File: src/rtl/irq_latch_pkg.sv
package irq_latch_pkg;

    // bit 1 = pending, bit 0 = previous sampled level
    typedef enum logic [1:0] {
        LN_QUIET   = 2'b00,
        LN_HELD    = 2'b01,
        LN_PEND_LO = 2'b10,
        LN_PEND_HI = 2'b11
    } line_state_t;

    function automatic line_state_t pack_state(input logic pend_b, input logic prev_b);
        line_state_t st;
        unique case ({pend_b, prev_b})
            2'b00:   st = LN_QUIET;
            2'b01:   st = LN_HELD;
            2'b10:   st = LN_PEND_LO;
            default: st = LN_PEND_HI;
        endcase
        return st;
    endfunction

endpackage

File: src/rtl/irq_sync.sv
module irq_sync #(
    parameter int WIDTH = 8,
    parameter int DEPTH = 2
) (
    input  logic             clk,
    input  logic             rst_n,
    input  logic [WIDTH-1:0] d_async,
    output logic [WIDTH-1:0] q_sync
);
    localparam int LAST = DEPTH - 1;

    logic [DEPTH-1:0][WIDTH-1:0] stage;

    genvar g;
    generate
        for (g = 0; g < DEPTH; g++) begin : g_stage
            if (g == 0) begin : g_first
                always_ff @(posedge clk or negedge rst_n) begin
                    if (!rst_n) stage[g] <= '0;
                    else        stage[g] <= d_async;
                end
            end else begin : g_next
                always_ff @(posedge clk or negedge rst_n) begin
                    if (!rst_n) stage[g] <= '0;
                    else        stage[g] <= stage[g-1];
                end
            end
        end
    endgenerate

    assign q_sync = stage[LAST];
endmodule

File: src/rtl/irq_trig_reg.sv
module irq_trig_reg #(
    parameter int               WIDTH   = 8,
    parameter logic [WIDTH-1:0] WR_MASK = 8'hF8
) (
    input  logic             clk,
    input  logic             rst_n,
    input  logic             wr_en,
    input  logic [WIDTH-1:0] wr_data,
    output logic [WIDTH-1:0] mode_q
);
    logic [WIDTH-1:0] mode_d;

    always_comb begin
        mode_d = mode_q;
        if (wr_en) mode_d = wr_data & WR_MASK;
    end

    always_ff @(posedge clk or negedge rst_n) begin
        if (!rst_n) mode_q <= '0;
        else        mode_q <= mode_d;
    end
endmodule

File: src/rtl/irq_line_fsm.sv
module irq_line_fsm
    import irq_latch_pkg::*;
(
    input  logic clk,
    input  logic rst_n,
    input  logic samp,
    input  logic level_mode,
    input  logic ack,
    input  logic init,
    output logic pend,
    output logic prev
);
    line_state_t state_q, state_d;
    logic        pend_n, prev_n;

    // next-state process
    always_comb begin
        pend_n = 1'b0;
        unique case (state_q)
            LN_QUIET: begin
                // previous low: a high sample captures in either mode
                pend_n = samp;
            end
            LN_HELD: begin
                // previous high: only level mode can raise pending
                pend_n = level_mode ? samp : 1'b0;
            end
            LN_PEND_LO: begin
                pend_n = level_mode ? samp : (samp | ~ack);
            end
            LN_PEND_HI: begin
                pend_n = level_mode ? samp : ~ack;
            end
        endcase
        prev_n  = init ? 1'b0 : samp;
        state_d = pack_state(pend_n, prev_n);
    end

    // state register
    always_ff @(posedge clk or negedge rst_n) begin
        if (!rst_n) state_q <= LN_QUIET;
        else        state_q <= state_d;
    end

    // output process
    always_comb begin
        pend = 1'b0;
        prev = 1'b0;
        unique case (state_q)
            LN_QUIET:   begin pend = 1'b0; prev = 1'b0; end
            LN_HELD:    begin pend = 1'b0; prev = 1'b1; end
            LN_PEND_LO: begin pend = 1'b1; prev = 1'b0; end
            LN_PEND_HI: begin pend = 1'b1; prev = 1'b1; end
        endcase
    end
endmodule

File: src/rtl/irq_req_latch.sv
module irq_req_latch #(
    parameter int               LINES        = 8,
    parameter int               SYNC_DEPTH   = 2,
    parameter logic [LINES-1:0] TRIG_WR_MASK = 8'hF8
) (
    input  logic             clk,
    input  logic             rst_n,
    input  logic [LINES-1:0] req_in,
    input  logic [LINES-1:0] mask,
    input  logic [LINES-1:0] ack_clr,
    input  logic             init_clr,
    input  logic             trig_wr_en,
    input  logic [LINES-1:0] trig_wr_data,
    output logic [LINES-1:0] pend,
    output logic [LINES-1:0] pend_unmasked,
    output logic [LINES-1:0] trig_mode
);
    logic [LINES-1:0] line_samp;
    logic [LINES-1:0] line_prev;

    irq_sync #(.WIDTH(LINES), .DEPTH(SYNC_DEPTH)) u_sync (
        .clk     (clk),
        .rst_n   (rst_n),
        .d_async (req_in),
        .q_sync  (line_samp)
    );

    irq_trig_reg #(.WIDTH(LINES), .WR_MASK(TRIG_WR_MASK)) u_trig (
        .clk     (clk),
        .rst_n   (rst_n),
        .wr_en   (trig_wr_en),
        .wr_data (trig_wr_data),
        .mode_q  (trig_mode)
    );

    genvar i;
    generate
        for (i = 0; i < LINES; i++) begin : g_line
            irq_line_fsm u_fsm (
                .clk        (clk),
                .rst_n      (rst_n),
                .samp       (line_samp[i]),
                .level_mode (trig_mode[i]),
                .ack        (ack_clr[i]),
                .init       (init_clr),
                .pend       (pend[i]),
                .prev       (line_prev[i])
            );
        end
    endgenerate

    assign pend_unmasked = pend & ~mask;
endmodule

File: config.mk
export PLATFORM = sky130hd
export DESIGN_NAME = irq_req_latch
export DESIGN_NICKNAME = d
export VERILOG_FILES = /design/src/rtl/irq_latch_pkg.sv /design/src/rtl/irq_sync.sv /design/src/rtl/irq_trig_reg.sv /design/src/rtl/irq_line_fsm.sv /design/src/rtl/irq_req_latch.sv
export SDC_FILE = /design/constraint.sdc
export NUM_CORES = 1
export LEC_CHECK = 0
export BUFFER_PORTS_ARGS = -buffer_cell sky130_fd_sc_hd__buf_4
export CAP_MARGIN = 15
export CORE_ASPECT_RATIO = 1.4
export CORE_MARGIN = 2
export CORE_UTILIZATION = 45
export CTS_CLUSTER_DIAMETER = 40
export CTS_CLUSTER_SIZE = 16
export DETAILED_ROUTE_END_ITERATION = 10
export PLACE_DENSITY = 0.8
export SLEW_MARGIN = 20
export SYNTH_ARGS = -nofsm -noshare
export SYNTH_HDL_FRONTEND = slang
export SYNTH_SLANG_ARGS = --single-unit
export TNS_END_PERCENT = 50
File: constraint.sdc
create_clock -name clk -period 0.89 [get_ports clk]
set_input_delay 0.178 -clock clk [delete_from_list [all_inputs] [get_ports clk]]
set_output_delay 0.178 -clock clk [all_outputs]
set_load 0.1 [all_outputs]
[After elaboration in Yosys (flattened, before gate mapping)]
Cells that the tools add are included.
Widths: inputs -> output; s select.
Storage, ports and cells
  register bits after elaboration: 37
  input port bits: 36
  output and inout bits: 24
Operators by class
  eq/ne operators: 40
  mux-type cells: 47
  bitwise gates (word level): 18
  reductions and logical operators: 32
Operators with widths (count)
  $eq 2x2->1 const B: 24
  $pmux 2 s3: 8
  $eq 2x1->1 const B: 16
  $logic_not 2->1: 16
  $pmux 1 s4: 8
  $reduce_or 2->1: 16
  $mux 1: 23
  $pmux 1 s2: 8
  $and 8x8->8: 1
  $not 1->1: 8
  $not 8->8: 1
  $or 1x1->1: 8

[Logic depth before layout (Yosys ltp)]
Gate-level depths: netlist (run 1).
  word-level depth: 6
  mapped depth: 2
  gate-level depth less buffers: 2

[By module]
From an unflattened synthesis (run 1), not the netlist that was laid out.
Second synthesis, totals
  cells, all modules: 110
  area, all modules: 1438.9 um^2
By module, submodules not included
  irq_line_fsm: times used 8, cells each 8, area each 82.6 um^2, seq. area each 50.0 um^2
  irq_sync: times used 1, cells each 24, area each 460.4 um^2, seq. area each 400.4 um^2
  irq_trig_reg: times used 1, cells each 14, area each 207.7 um^2, seq. area each 125.1 um^2
  irq_req_latch: times used 1, cells each 8, area each 110.1 um^2, seq. area each 0.0 um^2

[Worst setup path after synthesis (run 1)]
OpenSTA, ideal clock, no wires.
  kind: reg2out
  start: reg g_line[3].u_fsm.state_q[1]
  end: out pend_unmasked[3]
  arrival time: 1.695 ns
  data required time: 0.712 ns
  path slack: -0.983 ns
  cell stages (with the launch flop): 2
  path buffers: 0
  cell sequence: dfrtp_1 > nor2b_1
On the way
  cells in the longest elaborated chain, start to end: 4
  elaborated cells between the ends (all ways): 8
Ends and longest elaborated chain
  start, declared: line irq_line_fsm.sv:13  | line_state_t state_q, state_d;
  start signal, assigned: line irq_line_fsm.sv:42  | else state_q <= state_d;
  $eq 2x2->1, or another cell as far along
  $reduce_or 2->1 (no source line)
  $pmux 1 s2 (*): line irq_line_fsm.sv:49  | unique case (state_q)
  $and 8x8->8 (*): line irq_req_latch.sv:52  | assign pend_unmasked = pend & ~mask;
  end, declared: line irq_req_latch.sv:15  | output logic [LINES-1:0] pend_unmasked,
Every way passes the cells marked *; elsewhere a longest branch is shown, timed or not.

[Final worst setup path (run 1)]
  start: reg g_line[7].u_fsm.state_q[1]
  end: out pend_unmasked[7]
On the way
  cells in the longest elaborated chain, start to end: 4
  elaborated cells between the ends (all ways): 8
Ends and longest elaborated chain (line)
  start, declared: irq_line_fsm.sv:13
  start signal, assigned: irq_line_fsm.sv:42
  $eq 2x2->1, or another cell as far along
  $reduce_or 2->1 (no source line)
  $pmux 1 s2 (*): irq_line_fsm.sv:49
  $and 8x8->8 (*): irq_req_latch.sv:52
Marks and branches as above.

==> summary.md, run 1 <==
| Metric | Value |
|---|---|
| Cell area after layout | 2260 um2 |
| Cell variety after synth | 11 |
| Final nets | 199 |
| Slew Limit Fails | 0 |
| Root buf cell | clkbuf_8 |
| Register-to-register setup slack | -0.08 ns |
| Post-synthesis adder-cell area fraction | 0% |
| Sw Ratio | 31.2% |
| FF-to-FF Start | u_trig.mode_q[6] |
| Initial antenna violation count | 0 |
| Clock Latency Late Sink | 0.29 ns |
| GRT Total Usage | 17.6% |
| Final number of setup-violating endpoints | 24 |
| CTS tree | yes |
| Drt total wl | 2.78 mm |
| Reg2reg path depth | 3 |
| Setup TNS | -5.56 ns |
| Internal power | 0.00346 W |
| Synth Area in Compound Gates | 4.61% |
| P&R area growth vs syn | 66.5% |
| Post-synth EDFFs | 0 |
| Std-Cell Rows | 23 |
| Crit Path Max Fanout | 3 |
| Sequential fraction of design power | 37.4% |
| Clk sink count | 37 |
| Cts bufs inserted | 5 |
| Die area | 3480 um2 |
| RSZ-0062 raised after global routing | true |
| Syn Inst Count | 107 |
| Layout cells sized above 1 | 54.3% |
| Synth Warn # | 0 |
| Peak supply drop | 1.51 mV |
| Clock-pin slew on the worst setup and hold paths | 0.08 ns |
| Fin crit period | 1.21 ns |
| XOR/XNOR share of the synthesized area | 0% |
| Clock Skew | 0.00581 ns |
| Cell taking the most area after synthesis | dfrtp_1 |
| Vias in the first global route | 991 |
| Clock buffer depth | 2 |
| Post-route ant nets | 0 |
| Initial Utilization | 47.1% |
| CP peak stage delay | 0.37 ns |
| Ys flop type | dfrtp_1 |
| Synth top area share | 68.3% |
| First-pass GRT wire length | 4.31 mm |
| Count leader, synth | dfrtp_1 |
| DRC errors left | 0 |
| CP required | 0.71 ns |
| Overall Power | 0.00503 W |
| PwrDens | 2230 nW/um2 |
| Critical Path AT | 1.04 ns |
| CTS H-Tree Depth | 2 |
| Largest net degree at the start of global routing | 38 |
| Worst setup margin | -0.324 ns |
| Sw power | 0.00157 W |
| CP max stage cell | dfrtp_1 |
| WHS Endpoint | g_line[2].u_fsm.state_q[1] |
| Leakage power | 1.11 nW |
| Period utilization | 136% |
| I/O pin cnt | 60 |
| Worst reg2reg path endpoint | g_line[6].u_fsm.state_q[1] |
| Hold_sp | ack_clr[2] |
| Setup WS pre-CTS | -0.0853 ns |
| Vias | 914 |
| Post-Synth Simple-Gate Area | 9.96% |
| Core Util, Final | 78.5% |
| Seq/Total Area, Yosys | 68.3% |
| Vias/cell | 4.55 |
| Clock power share | 33.9% |
| Hold crit path type | in2reg |
| DRT Pass-1 Iters | 3 |
| Fin. Hold Viols | 0 |
| Total grt overflow | 0 |
| FF+latch count, synth | 37 |
| Critical path class | reg2out |
| Top cells by count, synth | 37 x dfrtp_1, 16 x buf_4, 11 x nor2_1 |
| Startpoint Class | flip-flop |
| Violated checks | negative setup slack |
| Crit end category | output port |
| Average cell area after synthesis | 12.7 um2 |
| First-iteration detailed-routing DRC count | 9 |
| DP Wirelength | 1.75 mm |
| Core box area | 2880 um2 |
| Ys async rst share | 100% |
| Placed Area | 1750 um2 |
| Worst path cell trace | nor2b_4, buf_12 |
| Status | complete, but fails checks |
| Die Y | 69.0 um |
| Final GP Congestion | 0.627 |
| Max_cap viols | 0 |
| Hold Path Cell Cnt | 2 |
| IO Port Bufs | 53 |
| Fmax | 824 MHz |
| Synth area leaders | dfrtp_1 68%, buf_4 8.9%, nor2b_1 4.6% |
| Antenna diodes | 0 |
| Power share of the combinational group | 28.7% |
| Main combinational cell family by area after synthesis | buffers and inverters |
| Die width | 50.4 um |
| DR WL/cell | 13.8 um |
| Post-Syn Area | 1360 um2 |
| Multiplexer share of the synthesized area | 4.15% |
==> power by group through the flow <==
stage	Combinational [W]	Sequential, W	Clock, W
finish	0.00144	0.00188	0.00170
global route	0.00149	0.00189	0.00179
CTS	0.00137	0.00187	0.00174
detailed placement	0.00116	0.00189	0
global placement	0.00114	0.00188	0
floorplan	0.000947	0.00187	0
==> cell type report <==
| type | instances | area, um2 |
|---|---|---|
| Clock buffer | 5 | 68.8 |
| Inverter | 6 | 22.5 |
| Fill cell | 169 | 619 |
| Multi-Input combinational cell | 42 | 359 |
| Clock inverter | 3 | 65.1 |
| Sequential cell | 37 | 930 |
| Tap cell | 37 | 46.3 |
| Timing Repair Buffer | 71 | 767 |
==> timing repair <==
| action | in CTS | in global routing |
|---|---|---|
| endpoints found under the setup margin | 21 | 28 |
| gates resized for setup | 48 | 14 |
| hold endpoints to repair | 45 | 0 |
| hold buffers | 9 | 0 |
| buffers inserted | 1 | 4 |
==> metrics by stage <==
step	instances	hold WS, ns
floorplan	109	-0.118
global placement	179	0.145
detailed placement	179	0.165
CTS	197	0.0472
global route	201	0.0561
finish	201	0.0552
==> worst max-delay path: cells and delay by family (launching register included) <==
kind	cells	cell delay, ns
buffers and inverters	1	0.18
flip-flops	1	0.37
AND/OR/NAND/NOR	1	0.19
==> cell families after synthesis <==
| family | Yosys count |
|---|---|
| buf+inv | 30 |
| compound gates | 8 |
| mux | 5 |
| flops | 37 |
| simple gates | 26 |
| other cells | 1 |
==> registers in the layout (all words and copies together) (netlist names) <==
name                  count
g_line.u_fsm.state_q     16
u_sync.q_sync             8
u_sync.stage              8
u_trig.mode_q             5
==> cells in the final DEF (no fill, tap or decap) <==
| cell type | Yosys | layout |
|---|---|---|
| nor2b_1 | 10 | 5 |
| nand2b_1 | 5 | 1 |
| buf_12 | 0 | 16 |
| buf_6 | 0 | 3 |
| bufinv_16 | 0 | 2 |
| nor2_4 | 0 | 3 |
| clkinv_2 | 0 | 1 |
| inv_1 | 6 | 3 |
| mux2_1 | 5 | 4 |
| dlygate4sd3_1 | 0 | 9 |
| inv_2 | 0 | 3 |
| mux2_4 | 0 | 1 |
| dfrtp_2 | 0 | 3 |
| o22ai_1 | 3 | 3 |
| nand2b_4 | 0 | 4 |
| a22o_1 | 5 | 5 |
| dfrtp_1 | 37 | 34 |
| conb_1 | 1 | 3 |
| clkbuf_8 | 0 | 5 |
| buf_4 | 16 | 43 |
| nor2_1 | 11 | 8 |
| nor2b_4 | 0 | 5 |
==> worst max path at each step <==
stage                          startpoint                to  slack (ns)  cells after the start
3_3_place_gp   g_line[7].u_fsm.state_q[1]  pend_unmasked[7]       -0.06                      2
4_1_cts        g_line[7].u_fsm.state_q[1]  pend_unmasked[7]       -0.32                      2
5_1_grt        g_line[7].u_fsm.state_q[1]  pend_unmasked[7]       -0.35                      2
3_5_place_dp   g_line[7].u_fsm.state_q[1]  pend_unmasked[7]       -0.09                      2
2_1_floorplan  g_line[3].u_fsm.state_q[1]  pend_unmasked[3]       -0.16                      1
6_report       g_line[7].u_fsm.state_q[1]  pend_unmasked[7]       -0.32                      2
==> routing by layer <==
| metal | part of all wire (%) | wire, um | global-route usage, % |
|---|---|---|---|
| met5 | 0 | 0 | 0 |
| met4 | 3.6 | 99 | 10.8 |
| met3 | 6.5 | 182 | 5.60 |
| met2 | 57 | 1600 | 32.9 |
| met1 | 32 | 902 | 16.8 |
Note: power is estimated with default switching activity, not from simulation.
==> run 2, diff against run 1 <==
==> constraint.sdc (replaced) <==
create_clock -name clk -period 0.89 [get_ports clk]
set_input_delay 0.0445 -clock clk [delete_from_list [all_inputs] [get_ports clk]]
set_output_delay 0.0445 -clock clk [all_outputs]
set_load 0.1 [all_outputs]
==> run 2 against run 1 <==
Compared with the run above: the run still ends with negative setup slack left; clock power decreased by 36%; worst hold slack better by 0.0036 ns; first-iteration DRC count is 33% higher; largest cell class unchanged; routed wire length fell by 0.68%; highest routed layer unchanged; via count rose by 3.6%; final area increased by 0.89%; maximum frequency grew 11%; setup slack improved by 0.12 ns; sequential share of layout area is 0.42 points lower; sequential power is essentially flat.
==> summary.md, run 2 (synthesis gave the netlist of run 1 again) <==
| Metric | Value |
|---|---|
| Max_cap viols | 0 |
| Violated checks | negative setup slack |
| FF-to-FF Start | g_line[7].u_fsm.state_q[1] |
| IO Port Bufs | 53 |
| Core box area | 2880 um2 |
| Crit. Startpoint | g_line[1].u_fsm.state_q[1] |
| DR WL/cell | 13.2 um |
| Root buf cell | clkbuf_8 |
| Peak supply drop | 1.48 mV |
| Crit Path Max Fanout | 2 |
| First-iteration detailed-routing DRC count | 12 |
| Initial Utilization | 47.1% |
| First-pass GRT wire length | 4.32 mm |
| Vias in the first global route | 1026 |
| Vias | 947 |
| PwrDens | 1940 nW/um2 |
| RSZ-0062 raised after global routing | true |
| Slew Limit Fails | 0 |
| GRT Total Usage | 17.7% |
| Final number of setup-violating endpoints | 23 |
| Post-route ant nets | 0 |
| DP Wirelength | 1.80 mm |
| Register-to-register setup slack | -0.09 ns |
| Largest net degree at the start of global routing | 38 |
| Die Y | 69.0 um |
| Die width | 50.4 um |
| CP peak stage delay | 0.39 ns |
| Delay-heaviest family, CP | flip-flops |
| CTS H-Tree Depth | 2 |
| P&R area growth vs syn | 68.0% |
| Critical path class | reg2out |
| Worst setup margin | -0.205 ns |
| Worst path cell trace | inv_2, nor2_4, buf_12 |
| Startpoint Class | flip-flop |
| Final nets | 208 |
| Initial antenna violation count | 0 |
| Std-Cell Rows | 23 |
| Reg2reg path depth | 3 |
| Fin crit period | 1.09 ns |
| Crit end category | output port |
| Hold crit path type | in2reg |
| CP Buf/Inv Count | 2 |
| Commonest non-fill, non-tap cell in the layout | buf_4 |
| Clock Latency Late Sink | 0.28 ns |
| Clock buffer depth | 2 |
| Leakage power | 1.10 nW |
| CP max stage cell | dfrtp_1 |
| Most flop-heavy register | g_line.u_fsm.state_q |
| Status | complete, but fails checks |
| Setup TNS | -2.49 ns |
| DRT Pass-1 Iters | 3 |
| Clock-pin slew on the worst setup and hold paths | 0.07 ns |
| Worst reg2reg path endpoint | g_line[7].u_fsm.state_q[1] |
| WHS Endpoint | u_trig.mode_q[5] |
| Hold_sp | trig_wr_en |
| Layout cells sized above 1 | 46.8% |
| Critical Path AT | 1.05 ns |
| Clock Skew | 0.00749 ns |
| Die area | 3480 um2 |
| Period utilization | 123% |
| Clk sink count | 37 |
| Fin. Hold Viols | 0 |
| DRC errors left | 0 |
| CP required | 0.85 ns |
| Final GP Congestion | 0.624 |
| CTS tree | yes |
| Commonest non-fill, non-tap cells in the layout | 40 x buf_4, 35 x dfrtp_1, 18 x dlygate4sd3_1 |
| Fmax | 914 MHz |
| Drt total wl | 2.76 mm |
| Hold Path Cell Cnt | 2 |
| Cts bufs inserted | 5 |
| Fin cells | 210 |
| Total grt overflow | 0 |
| Vias/cell | 4.51 |
| Antenna diodes | 0 |
| Post-placement cell count | 175 |
| Max reg flops | 16 |
| I/O pin cnt | 60 |
| Setup WS pre-CTS | 0.0426 ns |
==> run 2: changes by cell type in the layout (fill, tap and decap cells not counted), sizes merged <==
cell,change
dlygate4sd3,+9
bufinv,-2
clkinv,-1
clkbuf,+3
==> run 2: stage by stage <==
step                      util, %  hold WS (ns)  total power, W  area, um2
final                        79.2        0.0588         0.00443       2280
after global routing         79.2        0.0566         0.00459       2280
after global placement       59.7        0.0107         0.00300       1720
after floorplan                 -        -0.251         0.00282       1420
after CTS                    75.8        0.0526         0.00437       2180
after detailed placement     59.7        0.0243         0.00303       1720
==> run 2: worst max-delay path by stage <==
stage,endpoint,depth (start not counted)
final,pend_unmasked[1],3
after global routing,pend_unmasked[1],3
after CTS,pend_unmasked[7],2
after detailed placement,pend_unmasked[7],2
after global placement,g_line[3].u_fsm.state_q[1],2
after floorplan,pend_unmasked[3],1
==> run 2: report_power, final <==
group	leakage (nW)	switching, W	internal [W]	total [W]
Combinational	0.622	0.000895	0.000568	0.00146
Sequential	0.438	0.0000832	0.00180	0.00188
Clock	0.0395	0.000529	0.000556	0.00108
Total	1.10	0.00151	0.00292	0.00443
==> run 2: metal layers <==
layer	track usage, %	wire length, um	vias up
li1	-	-	441
met1	16.8	926	464
met2	33.7	1620	35
met3	5.17	138	7
met4	10.1	74	0
met5	0	0	-
==> run 2: final cells by class <==
class / instances / area [um2]
fillers: 177 / 599
well taps: 37 / 46.3
clock buffers: 8 / 80.1
flip-flops and latches: 37 / 928
repair buffers: 80 / 868
multi-input cells: 42 / 333
inverters: 6 / 22.5
==> run 2: what timing repair did <==
item	CTS	global route
setup endpoints to repair	21	25
gates cloned	0	0
resized for setup	47	13
hold endpoints to repair	60	0
buffers inserted	3	6
hold buffers	18	0
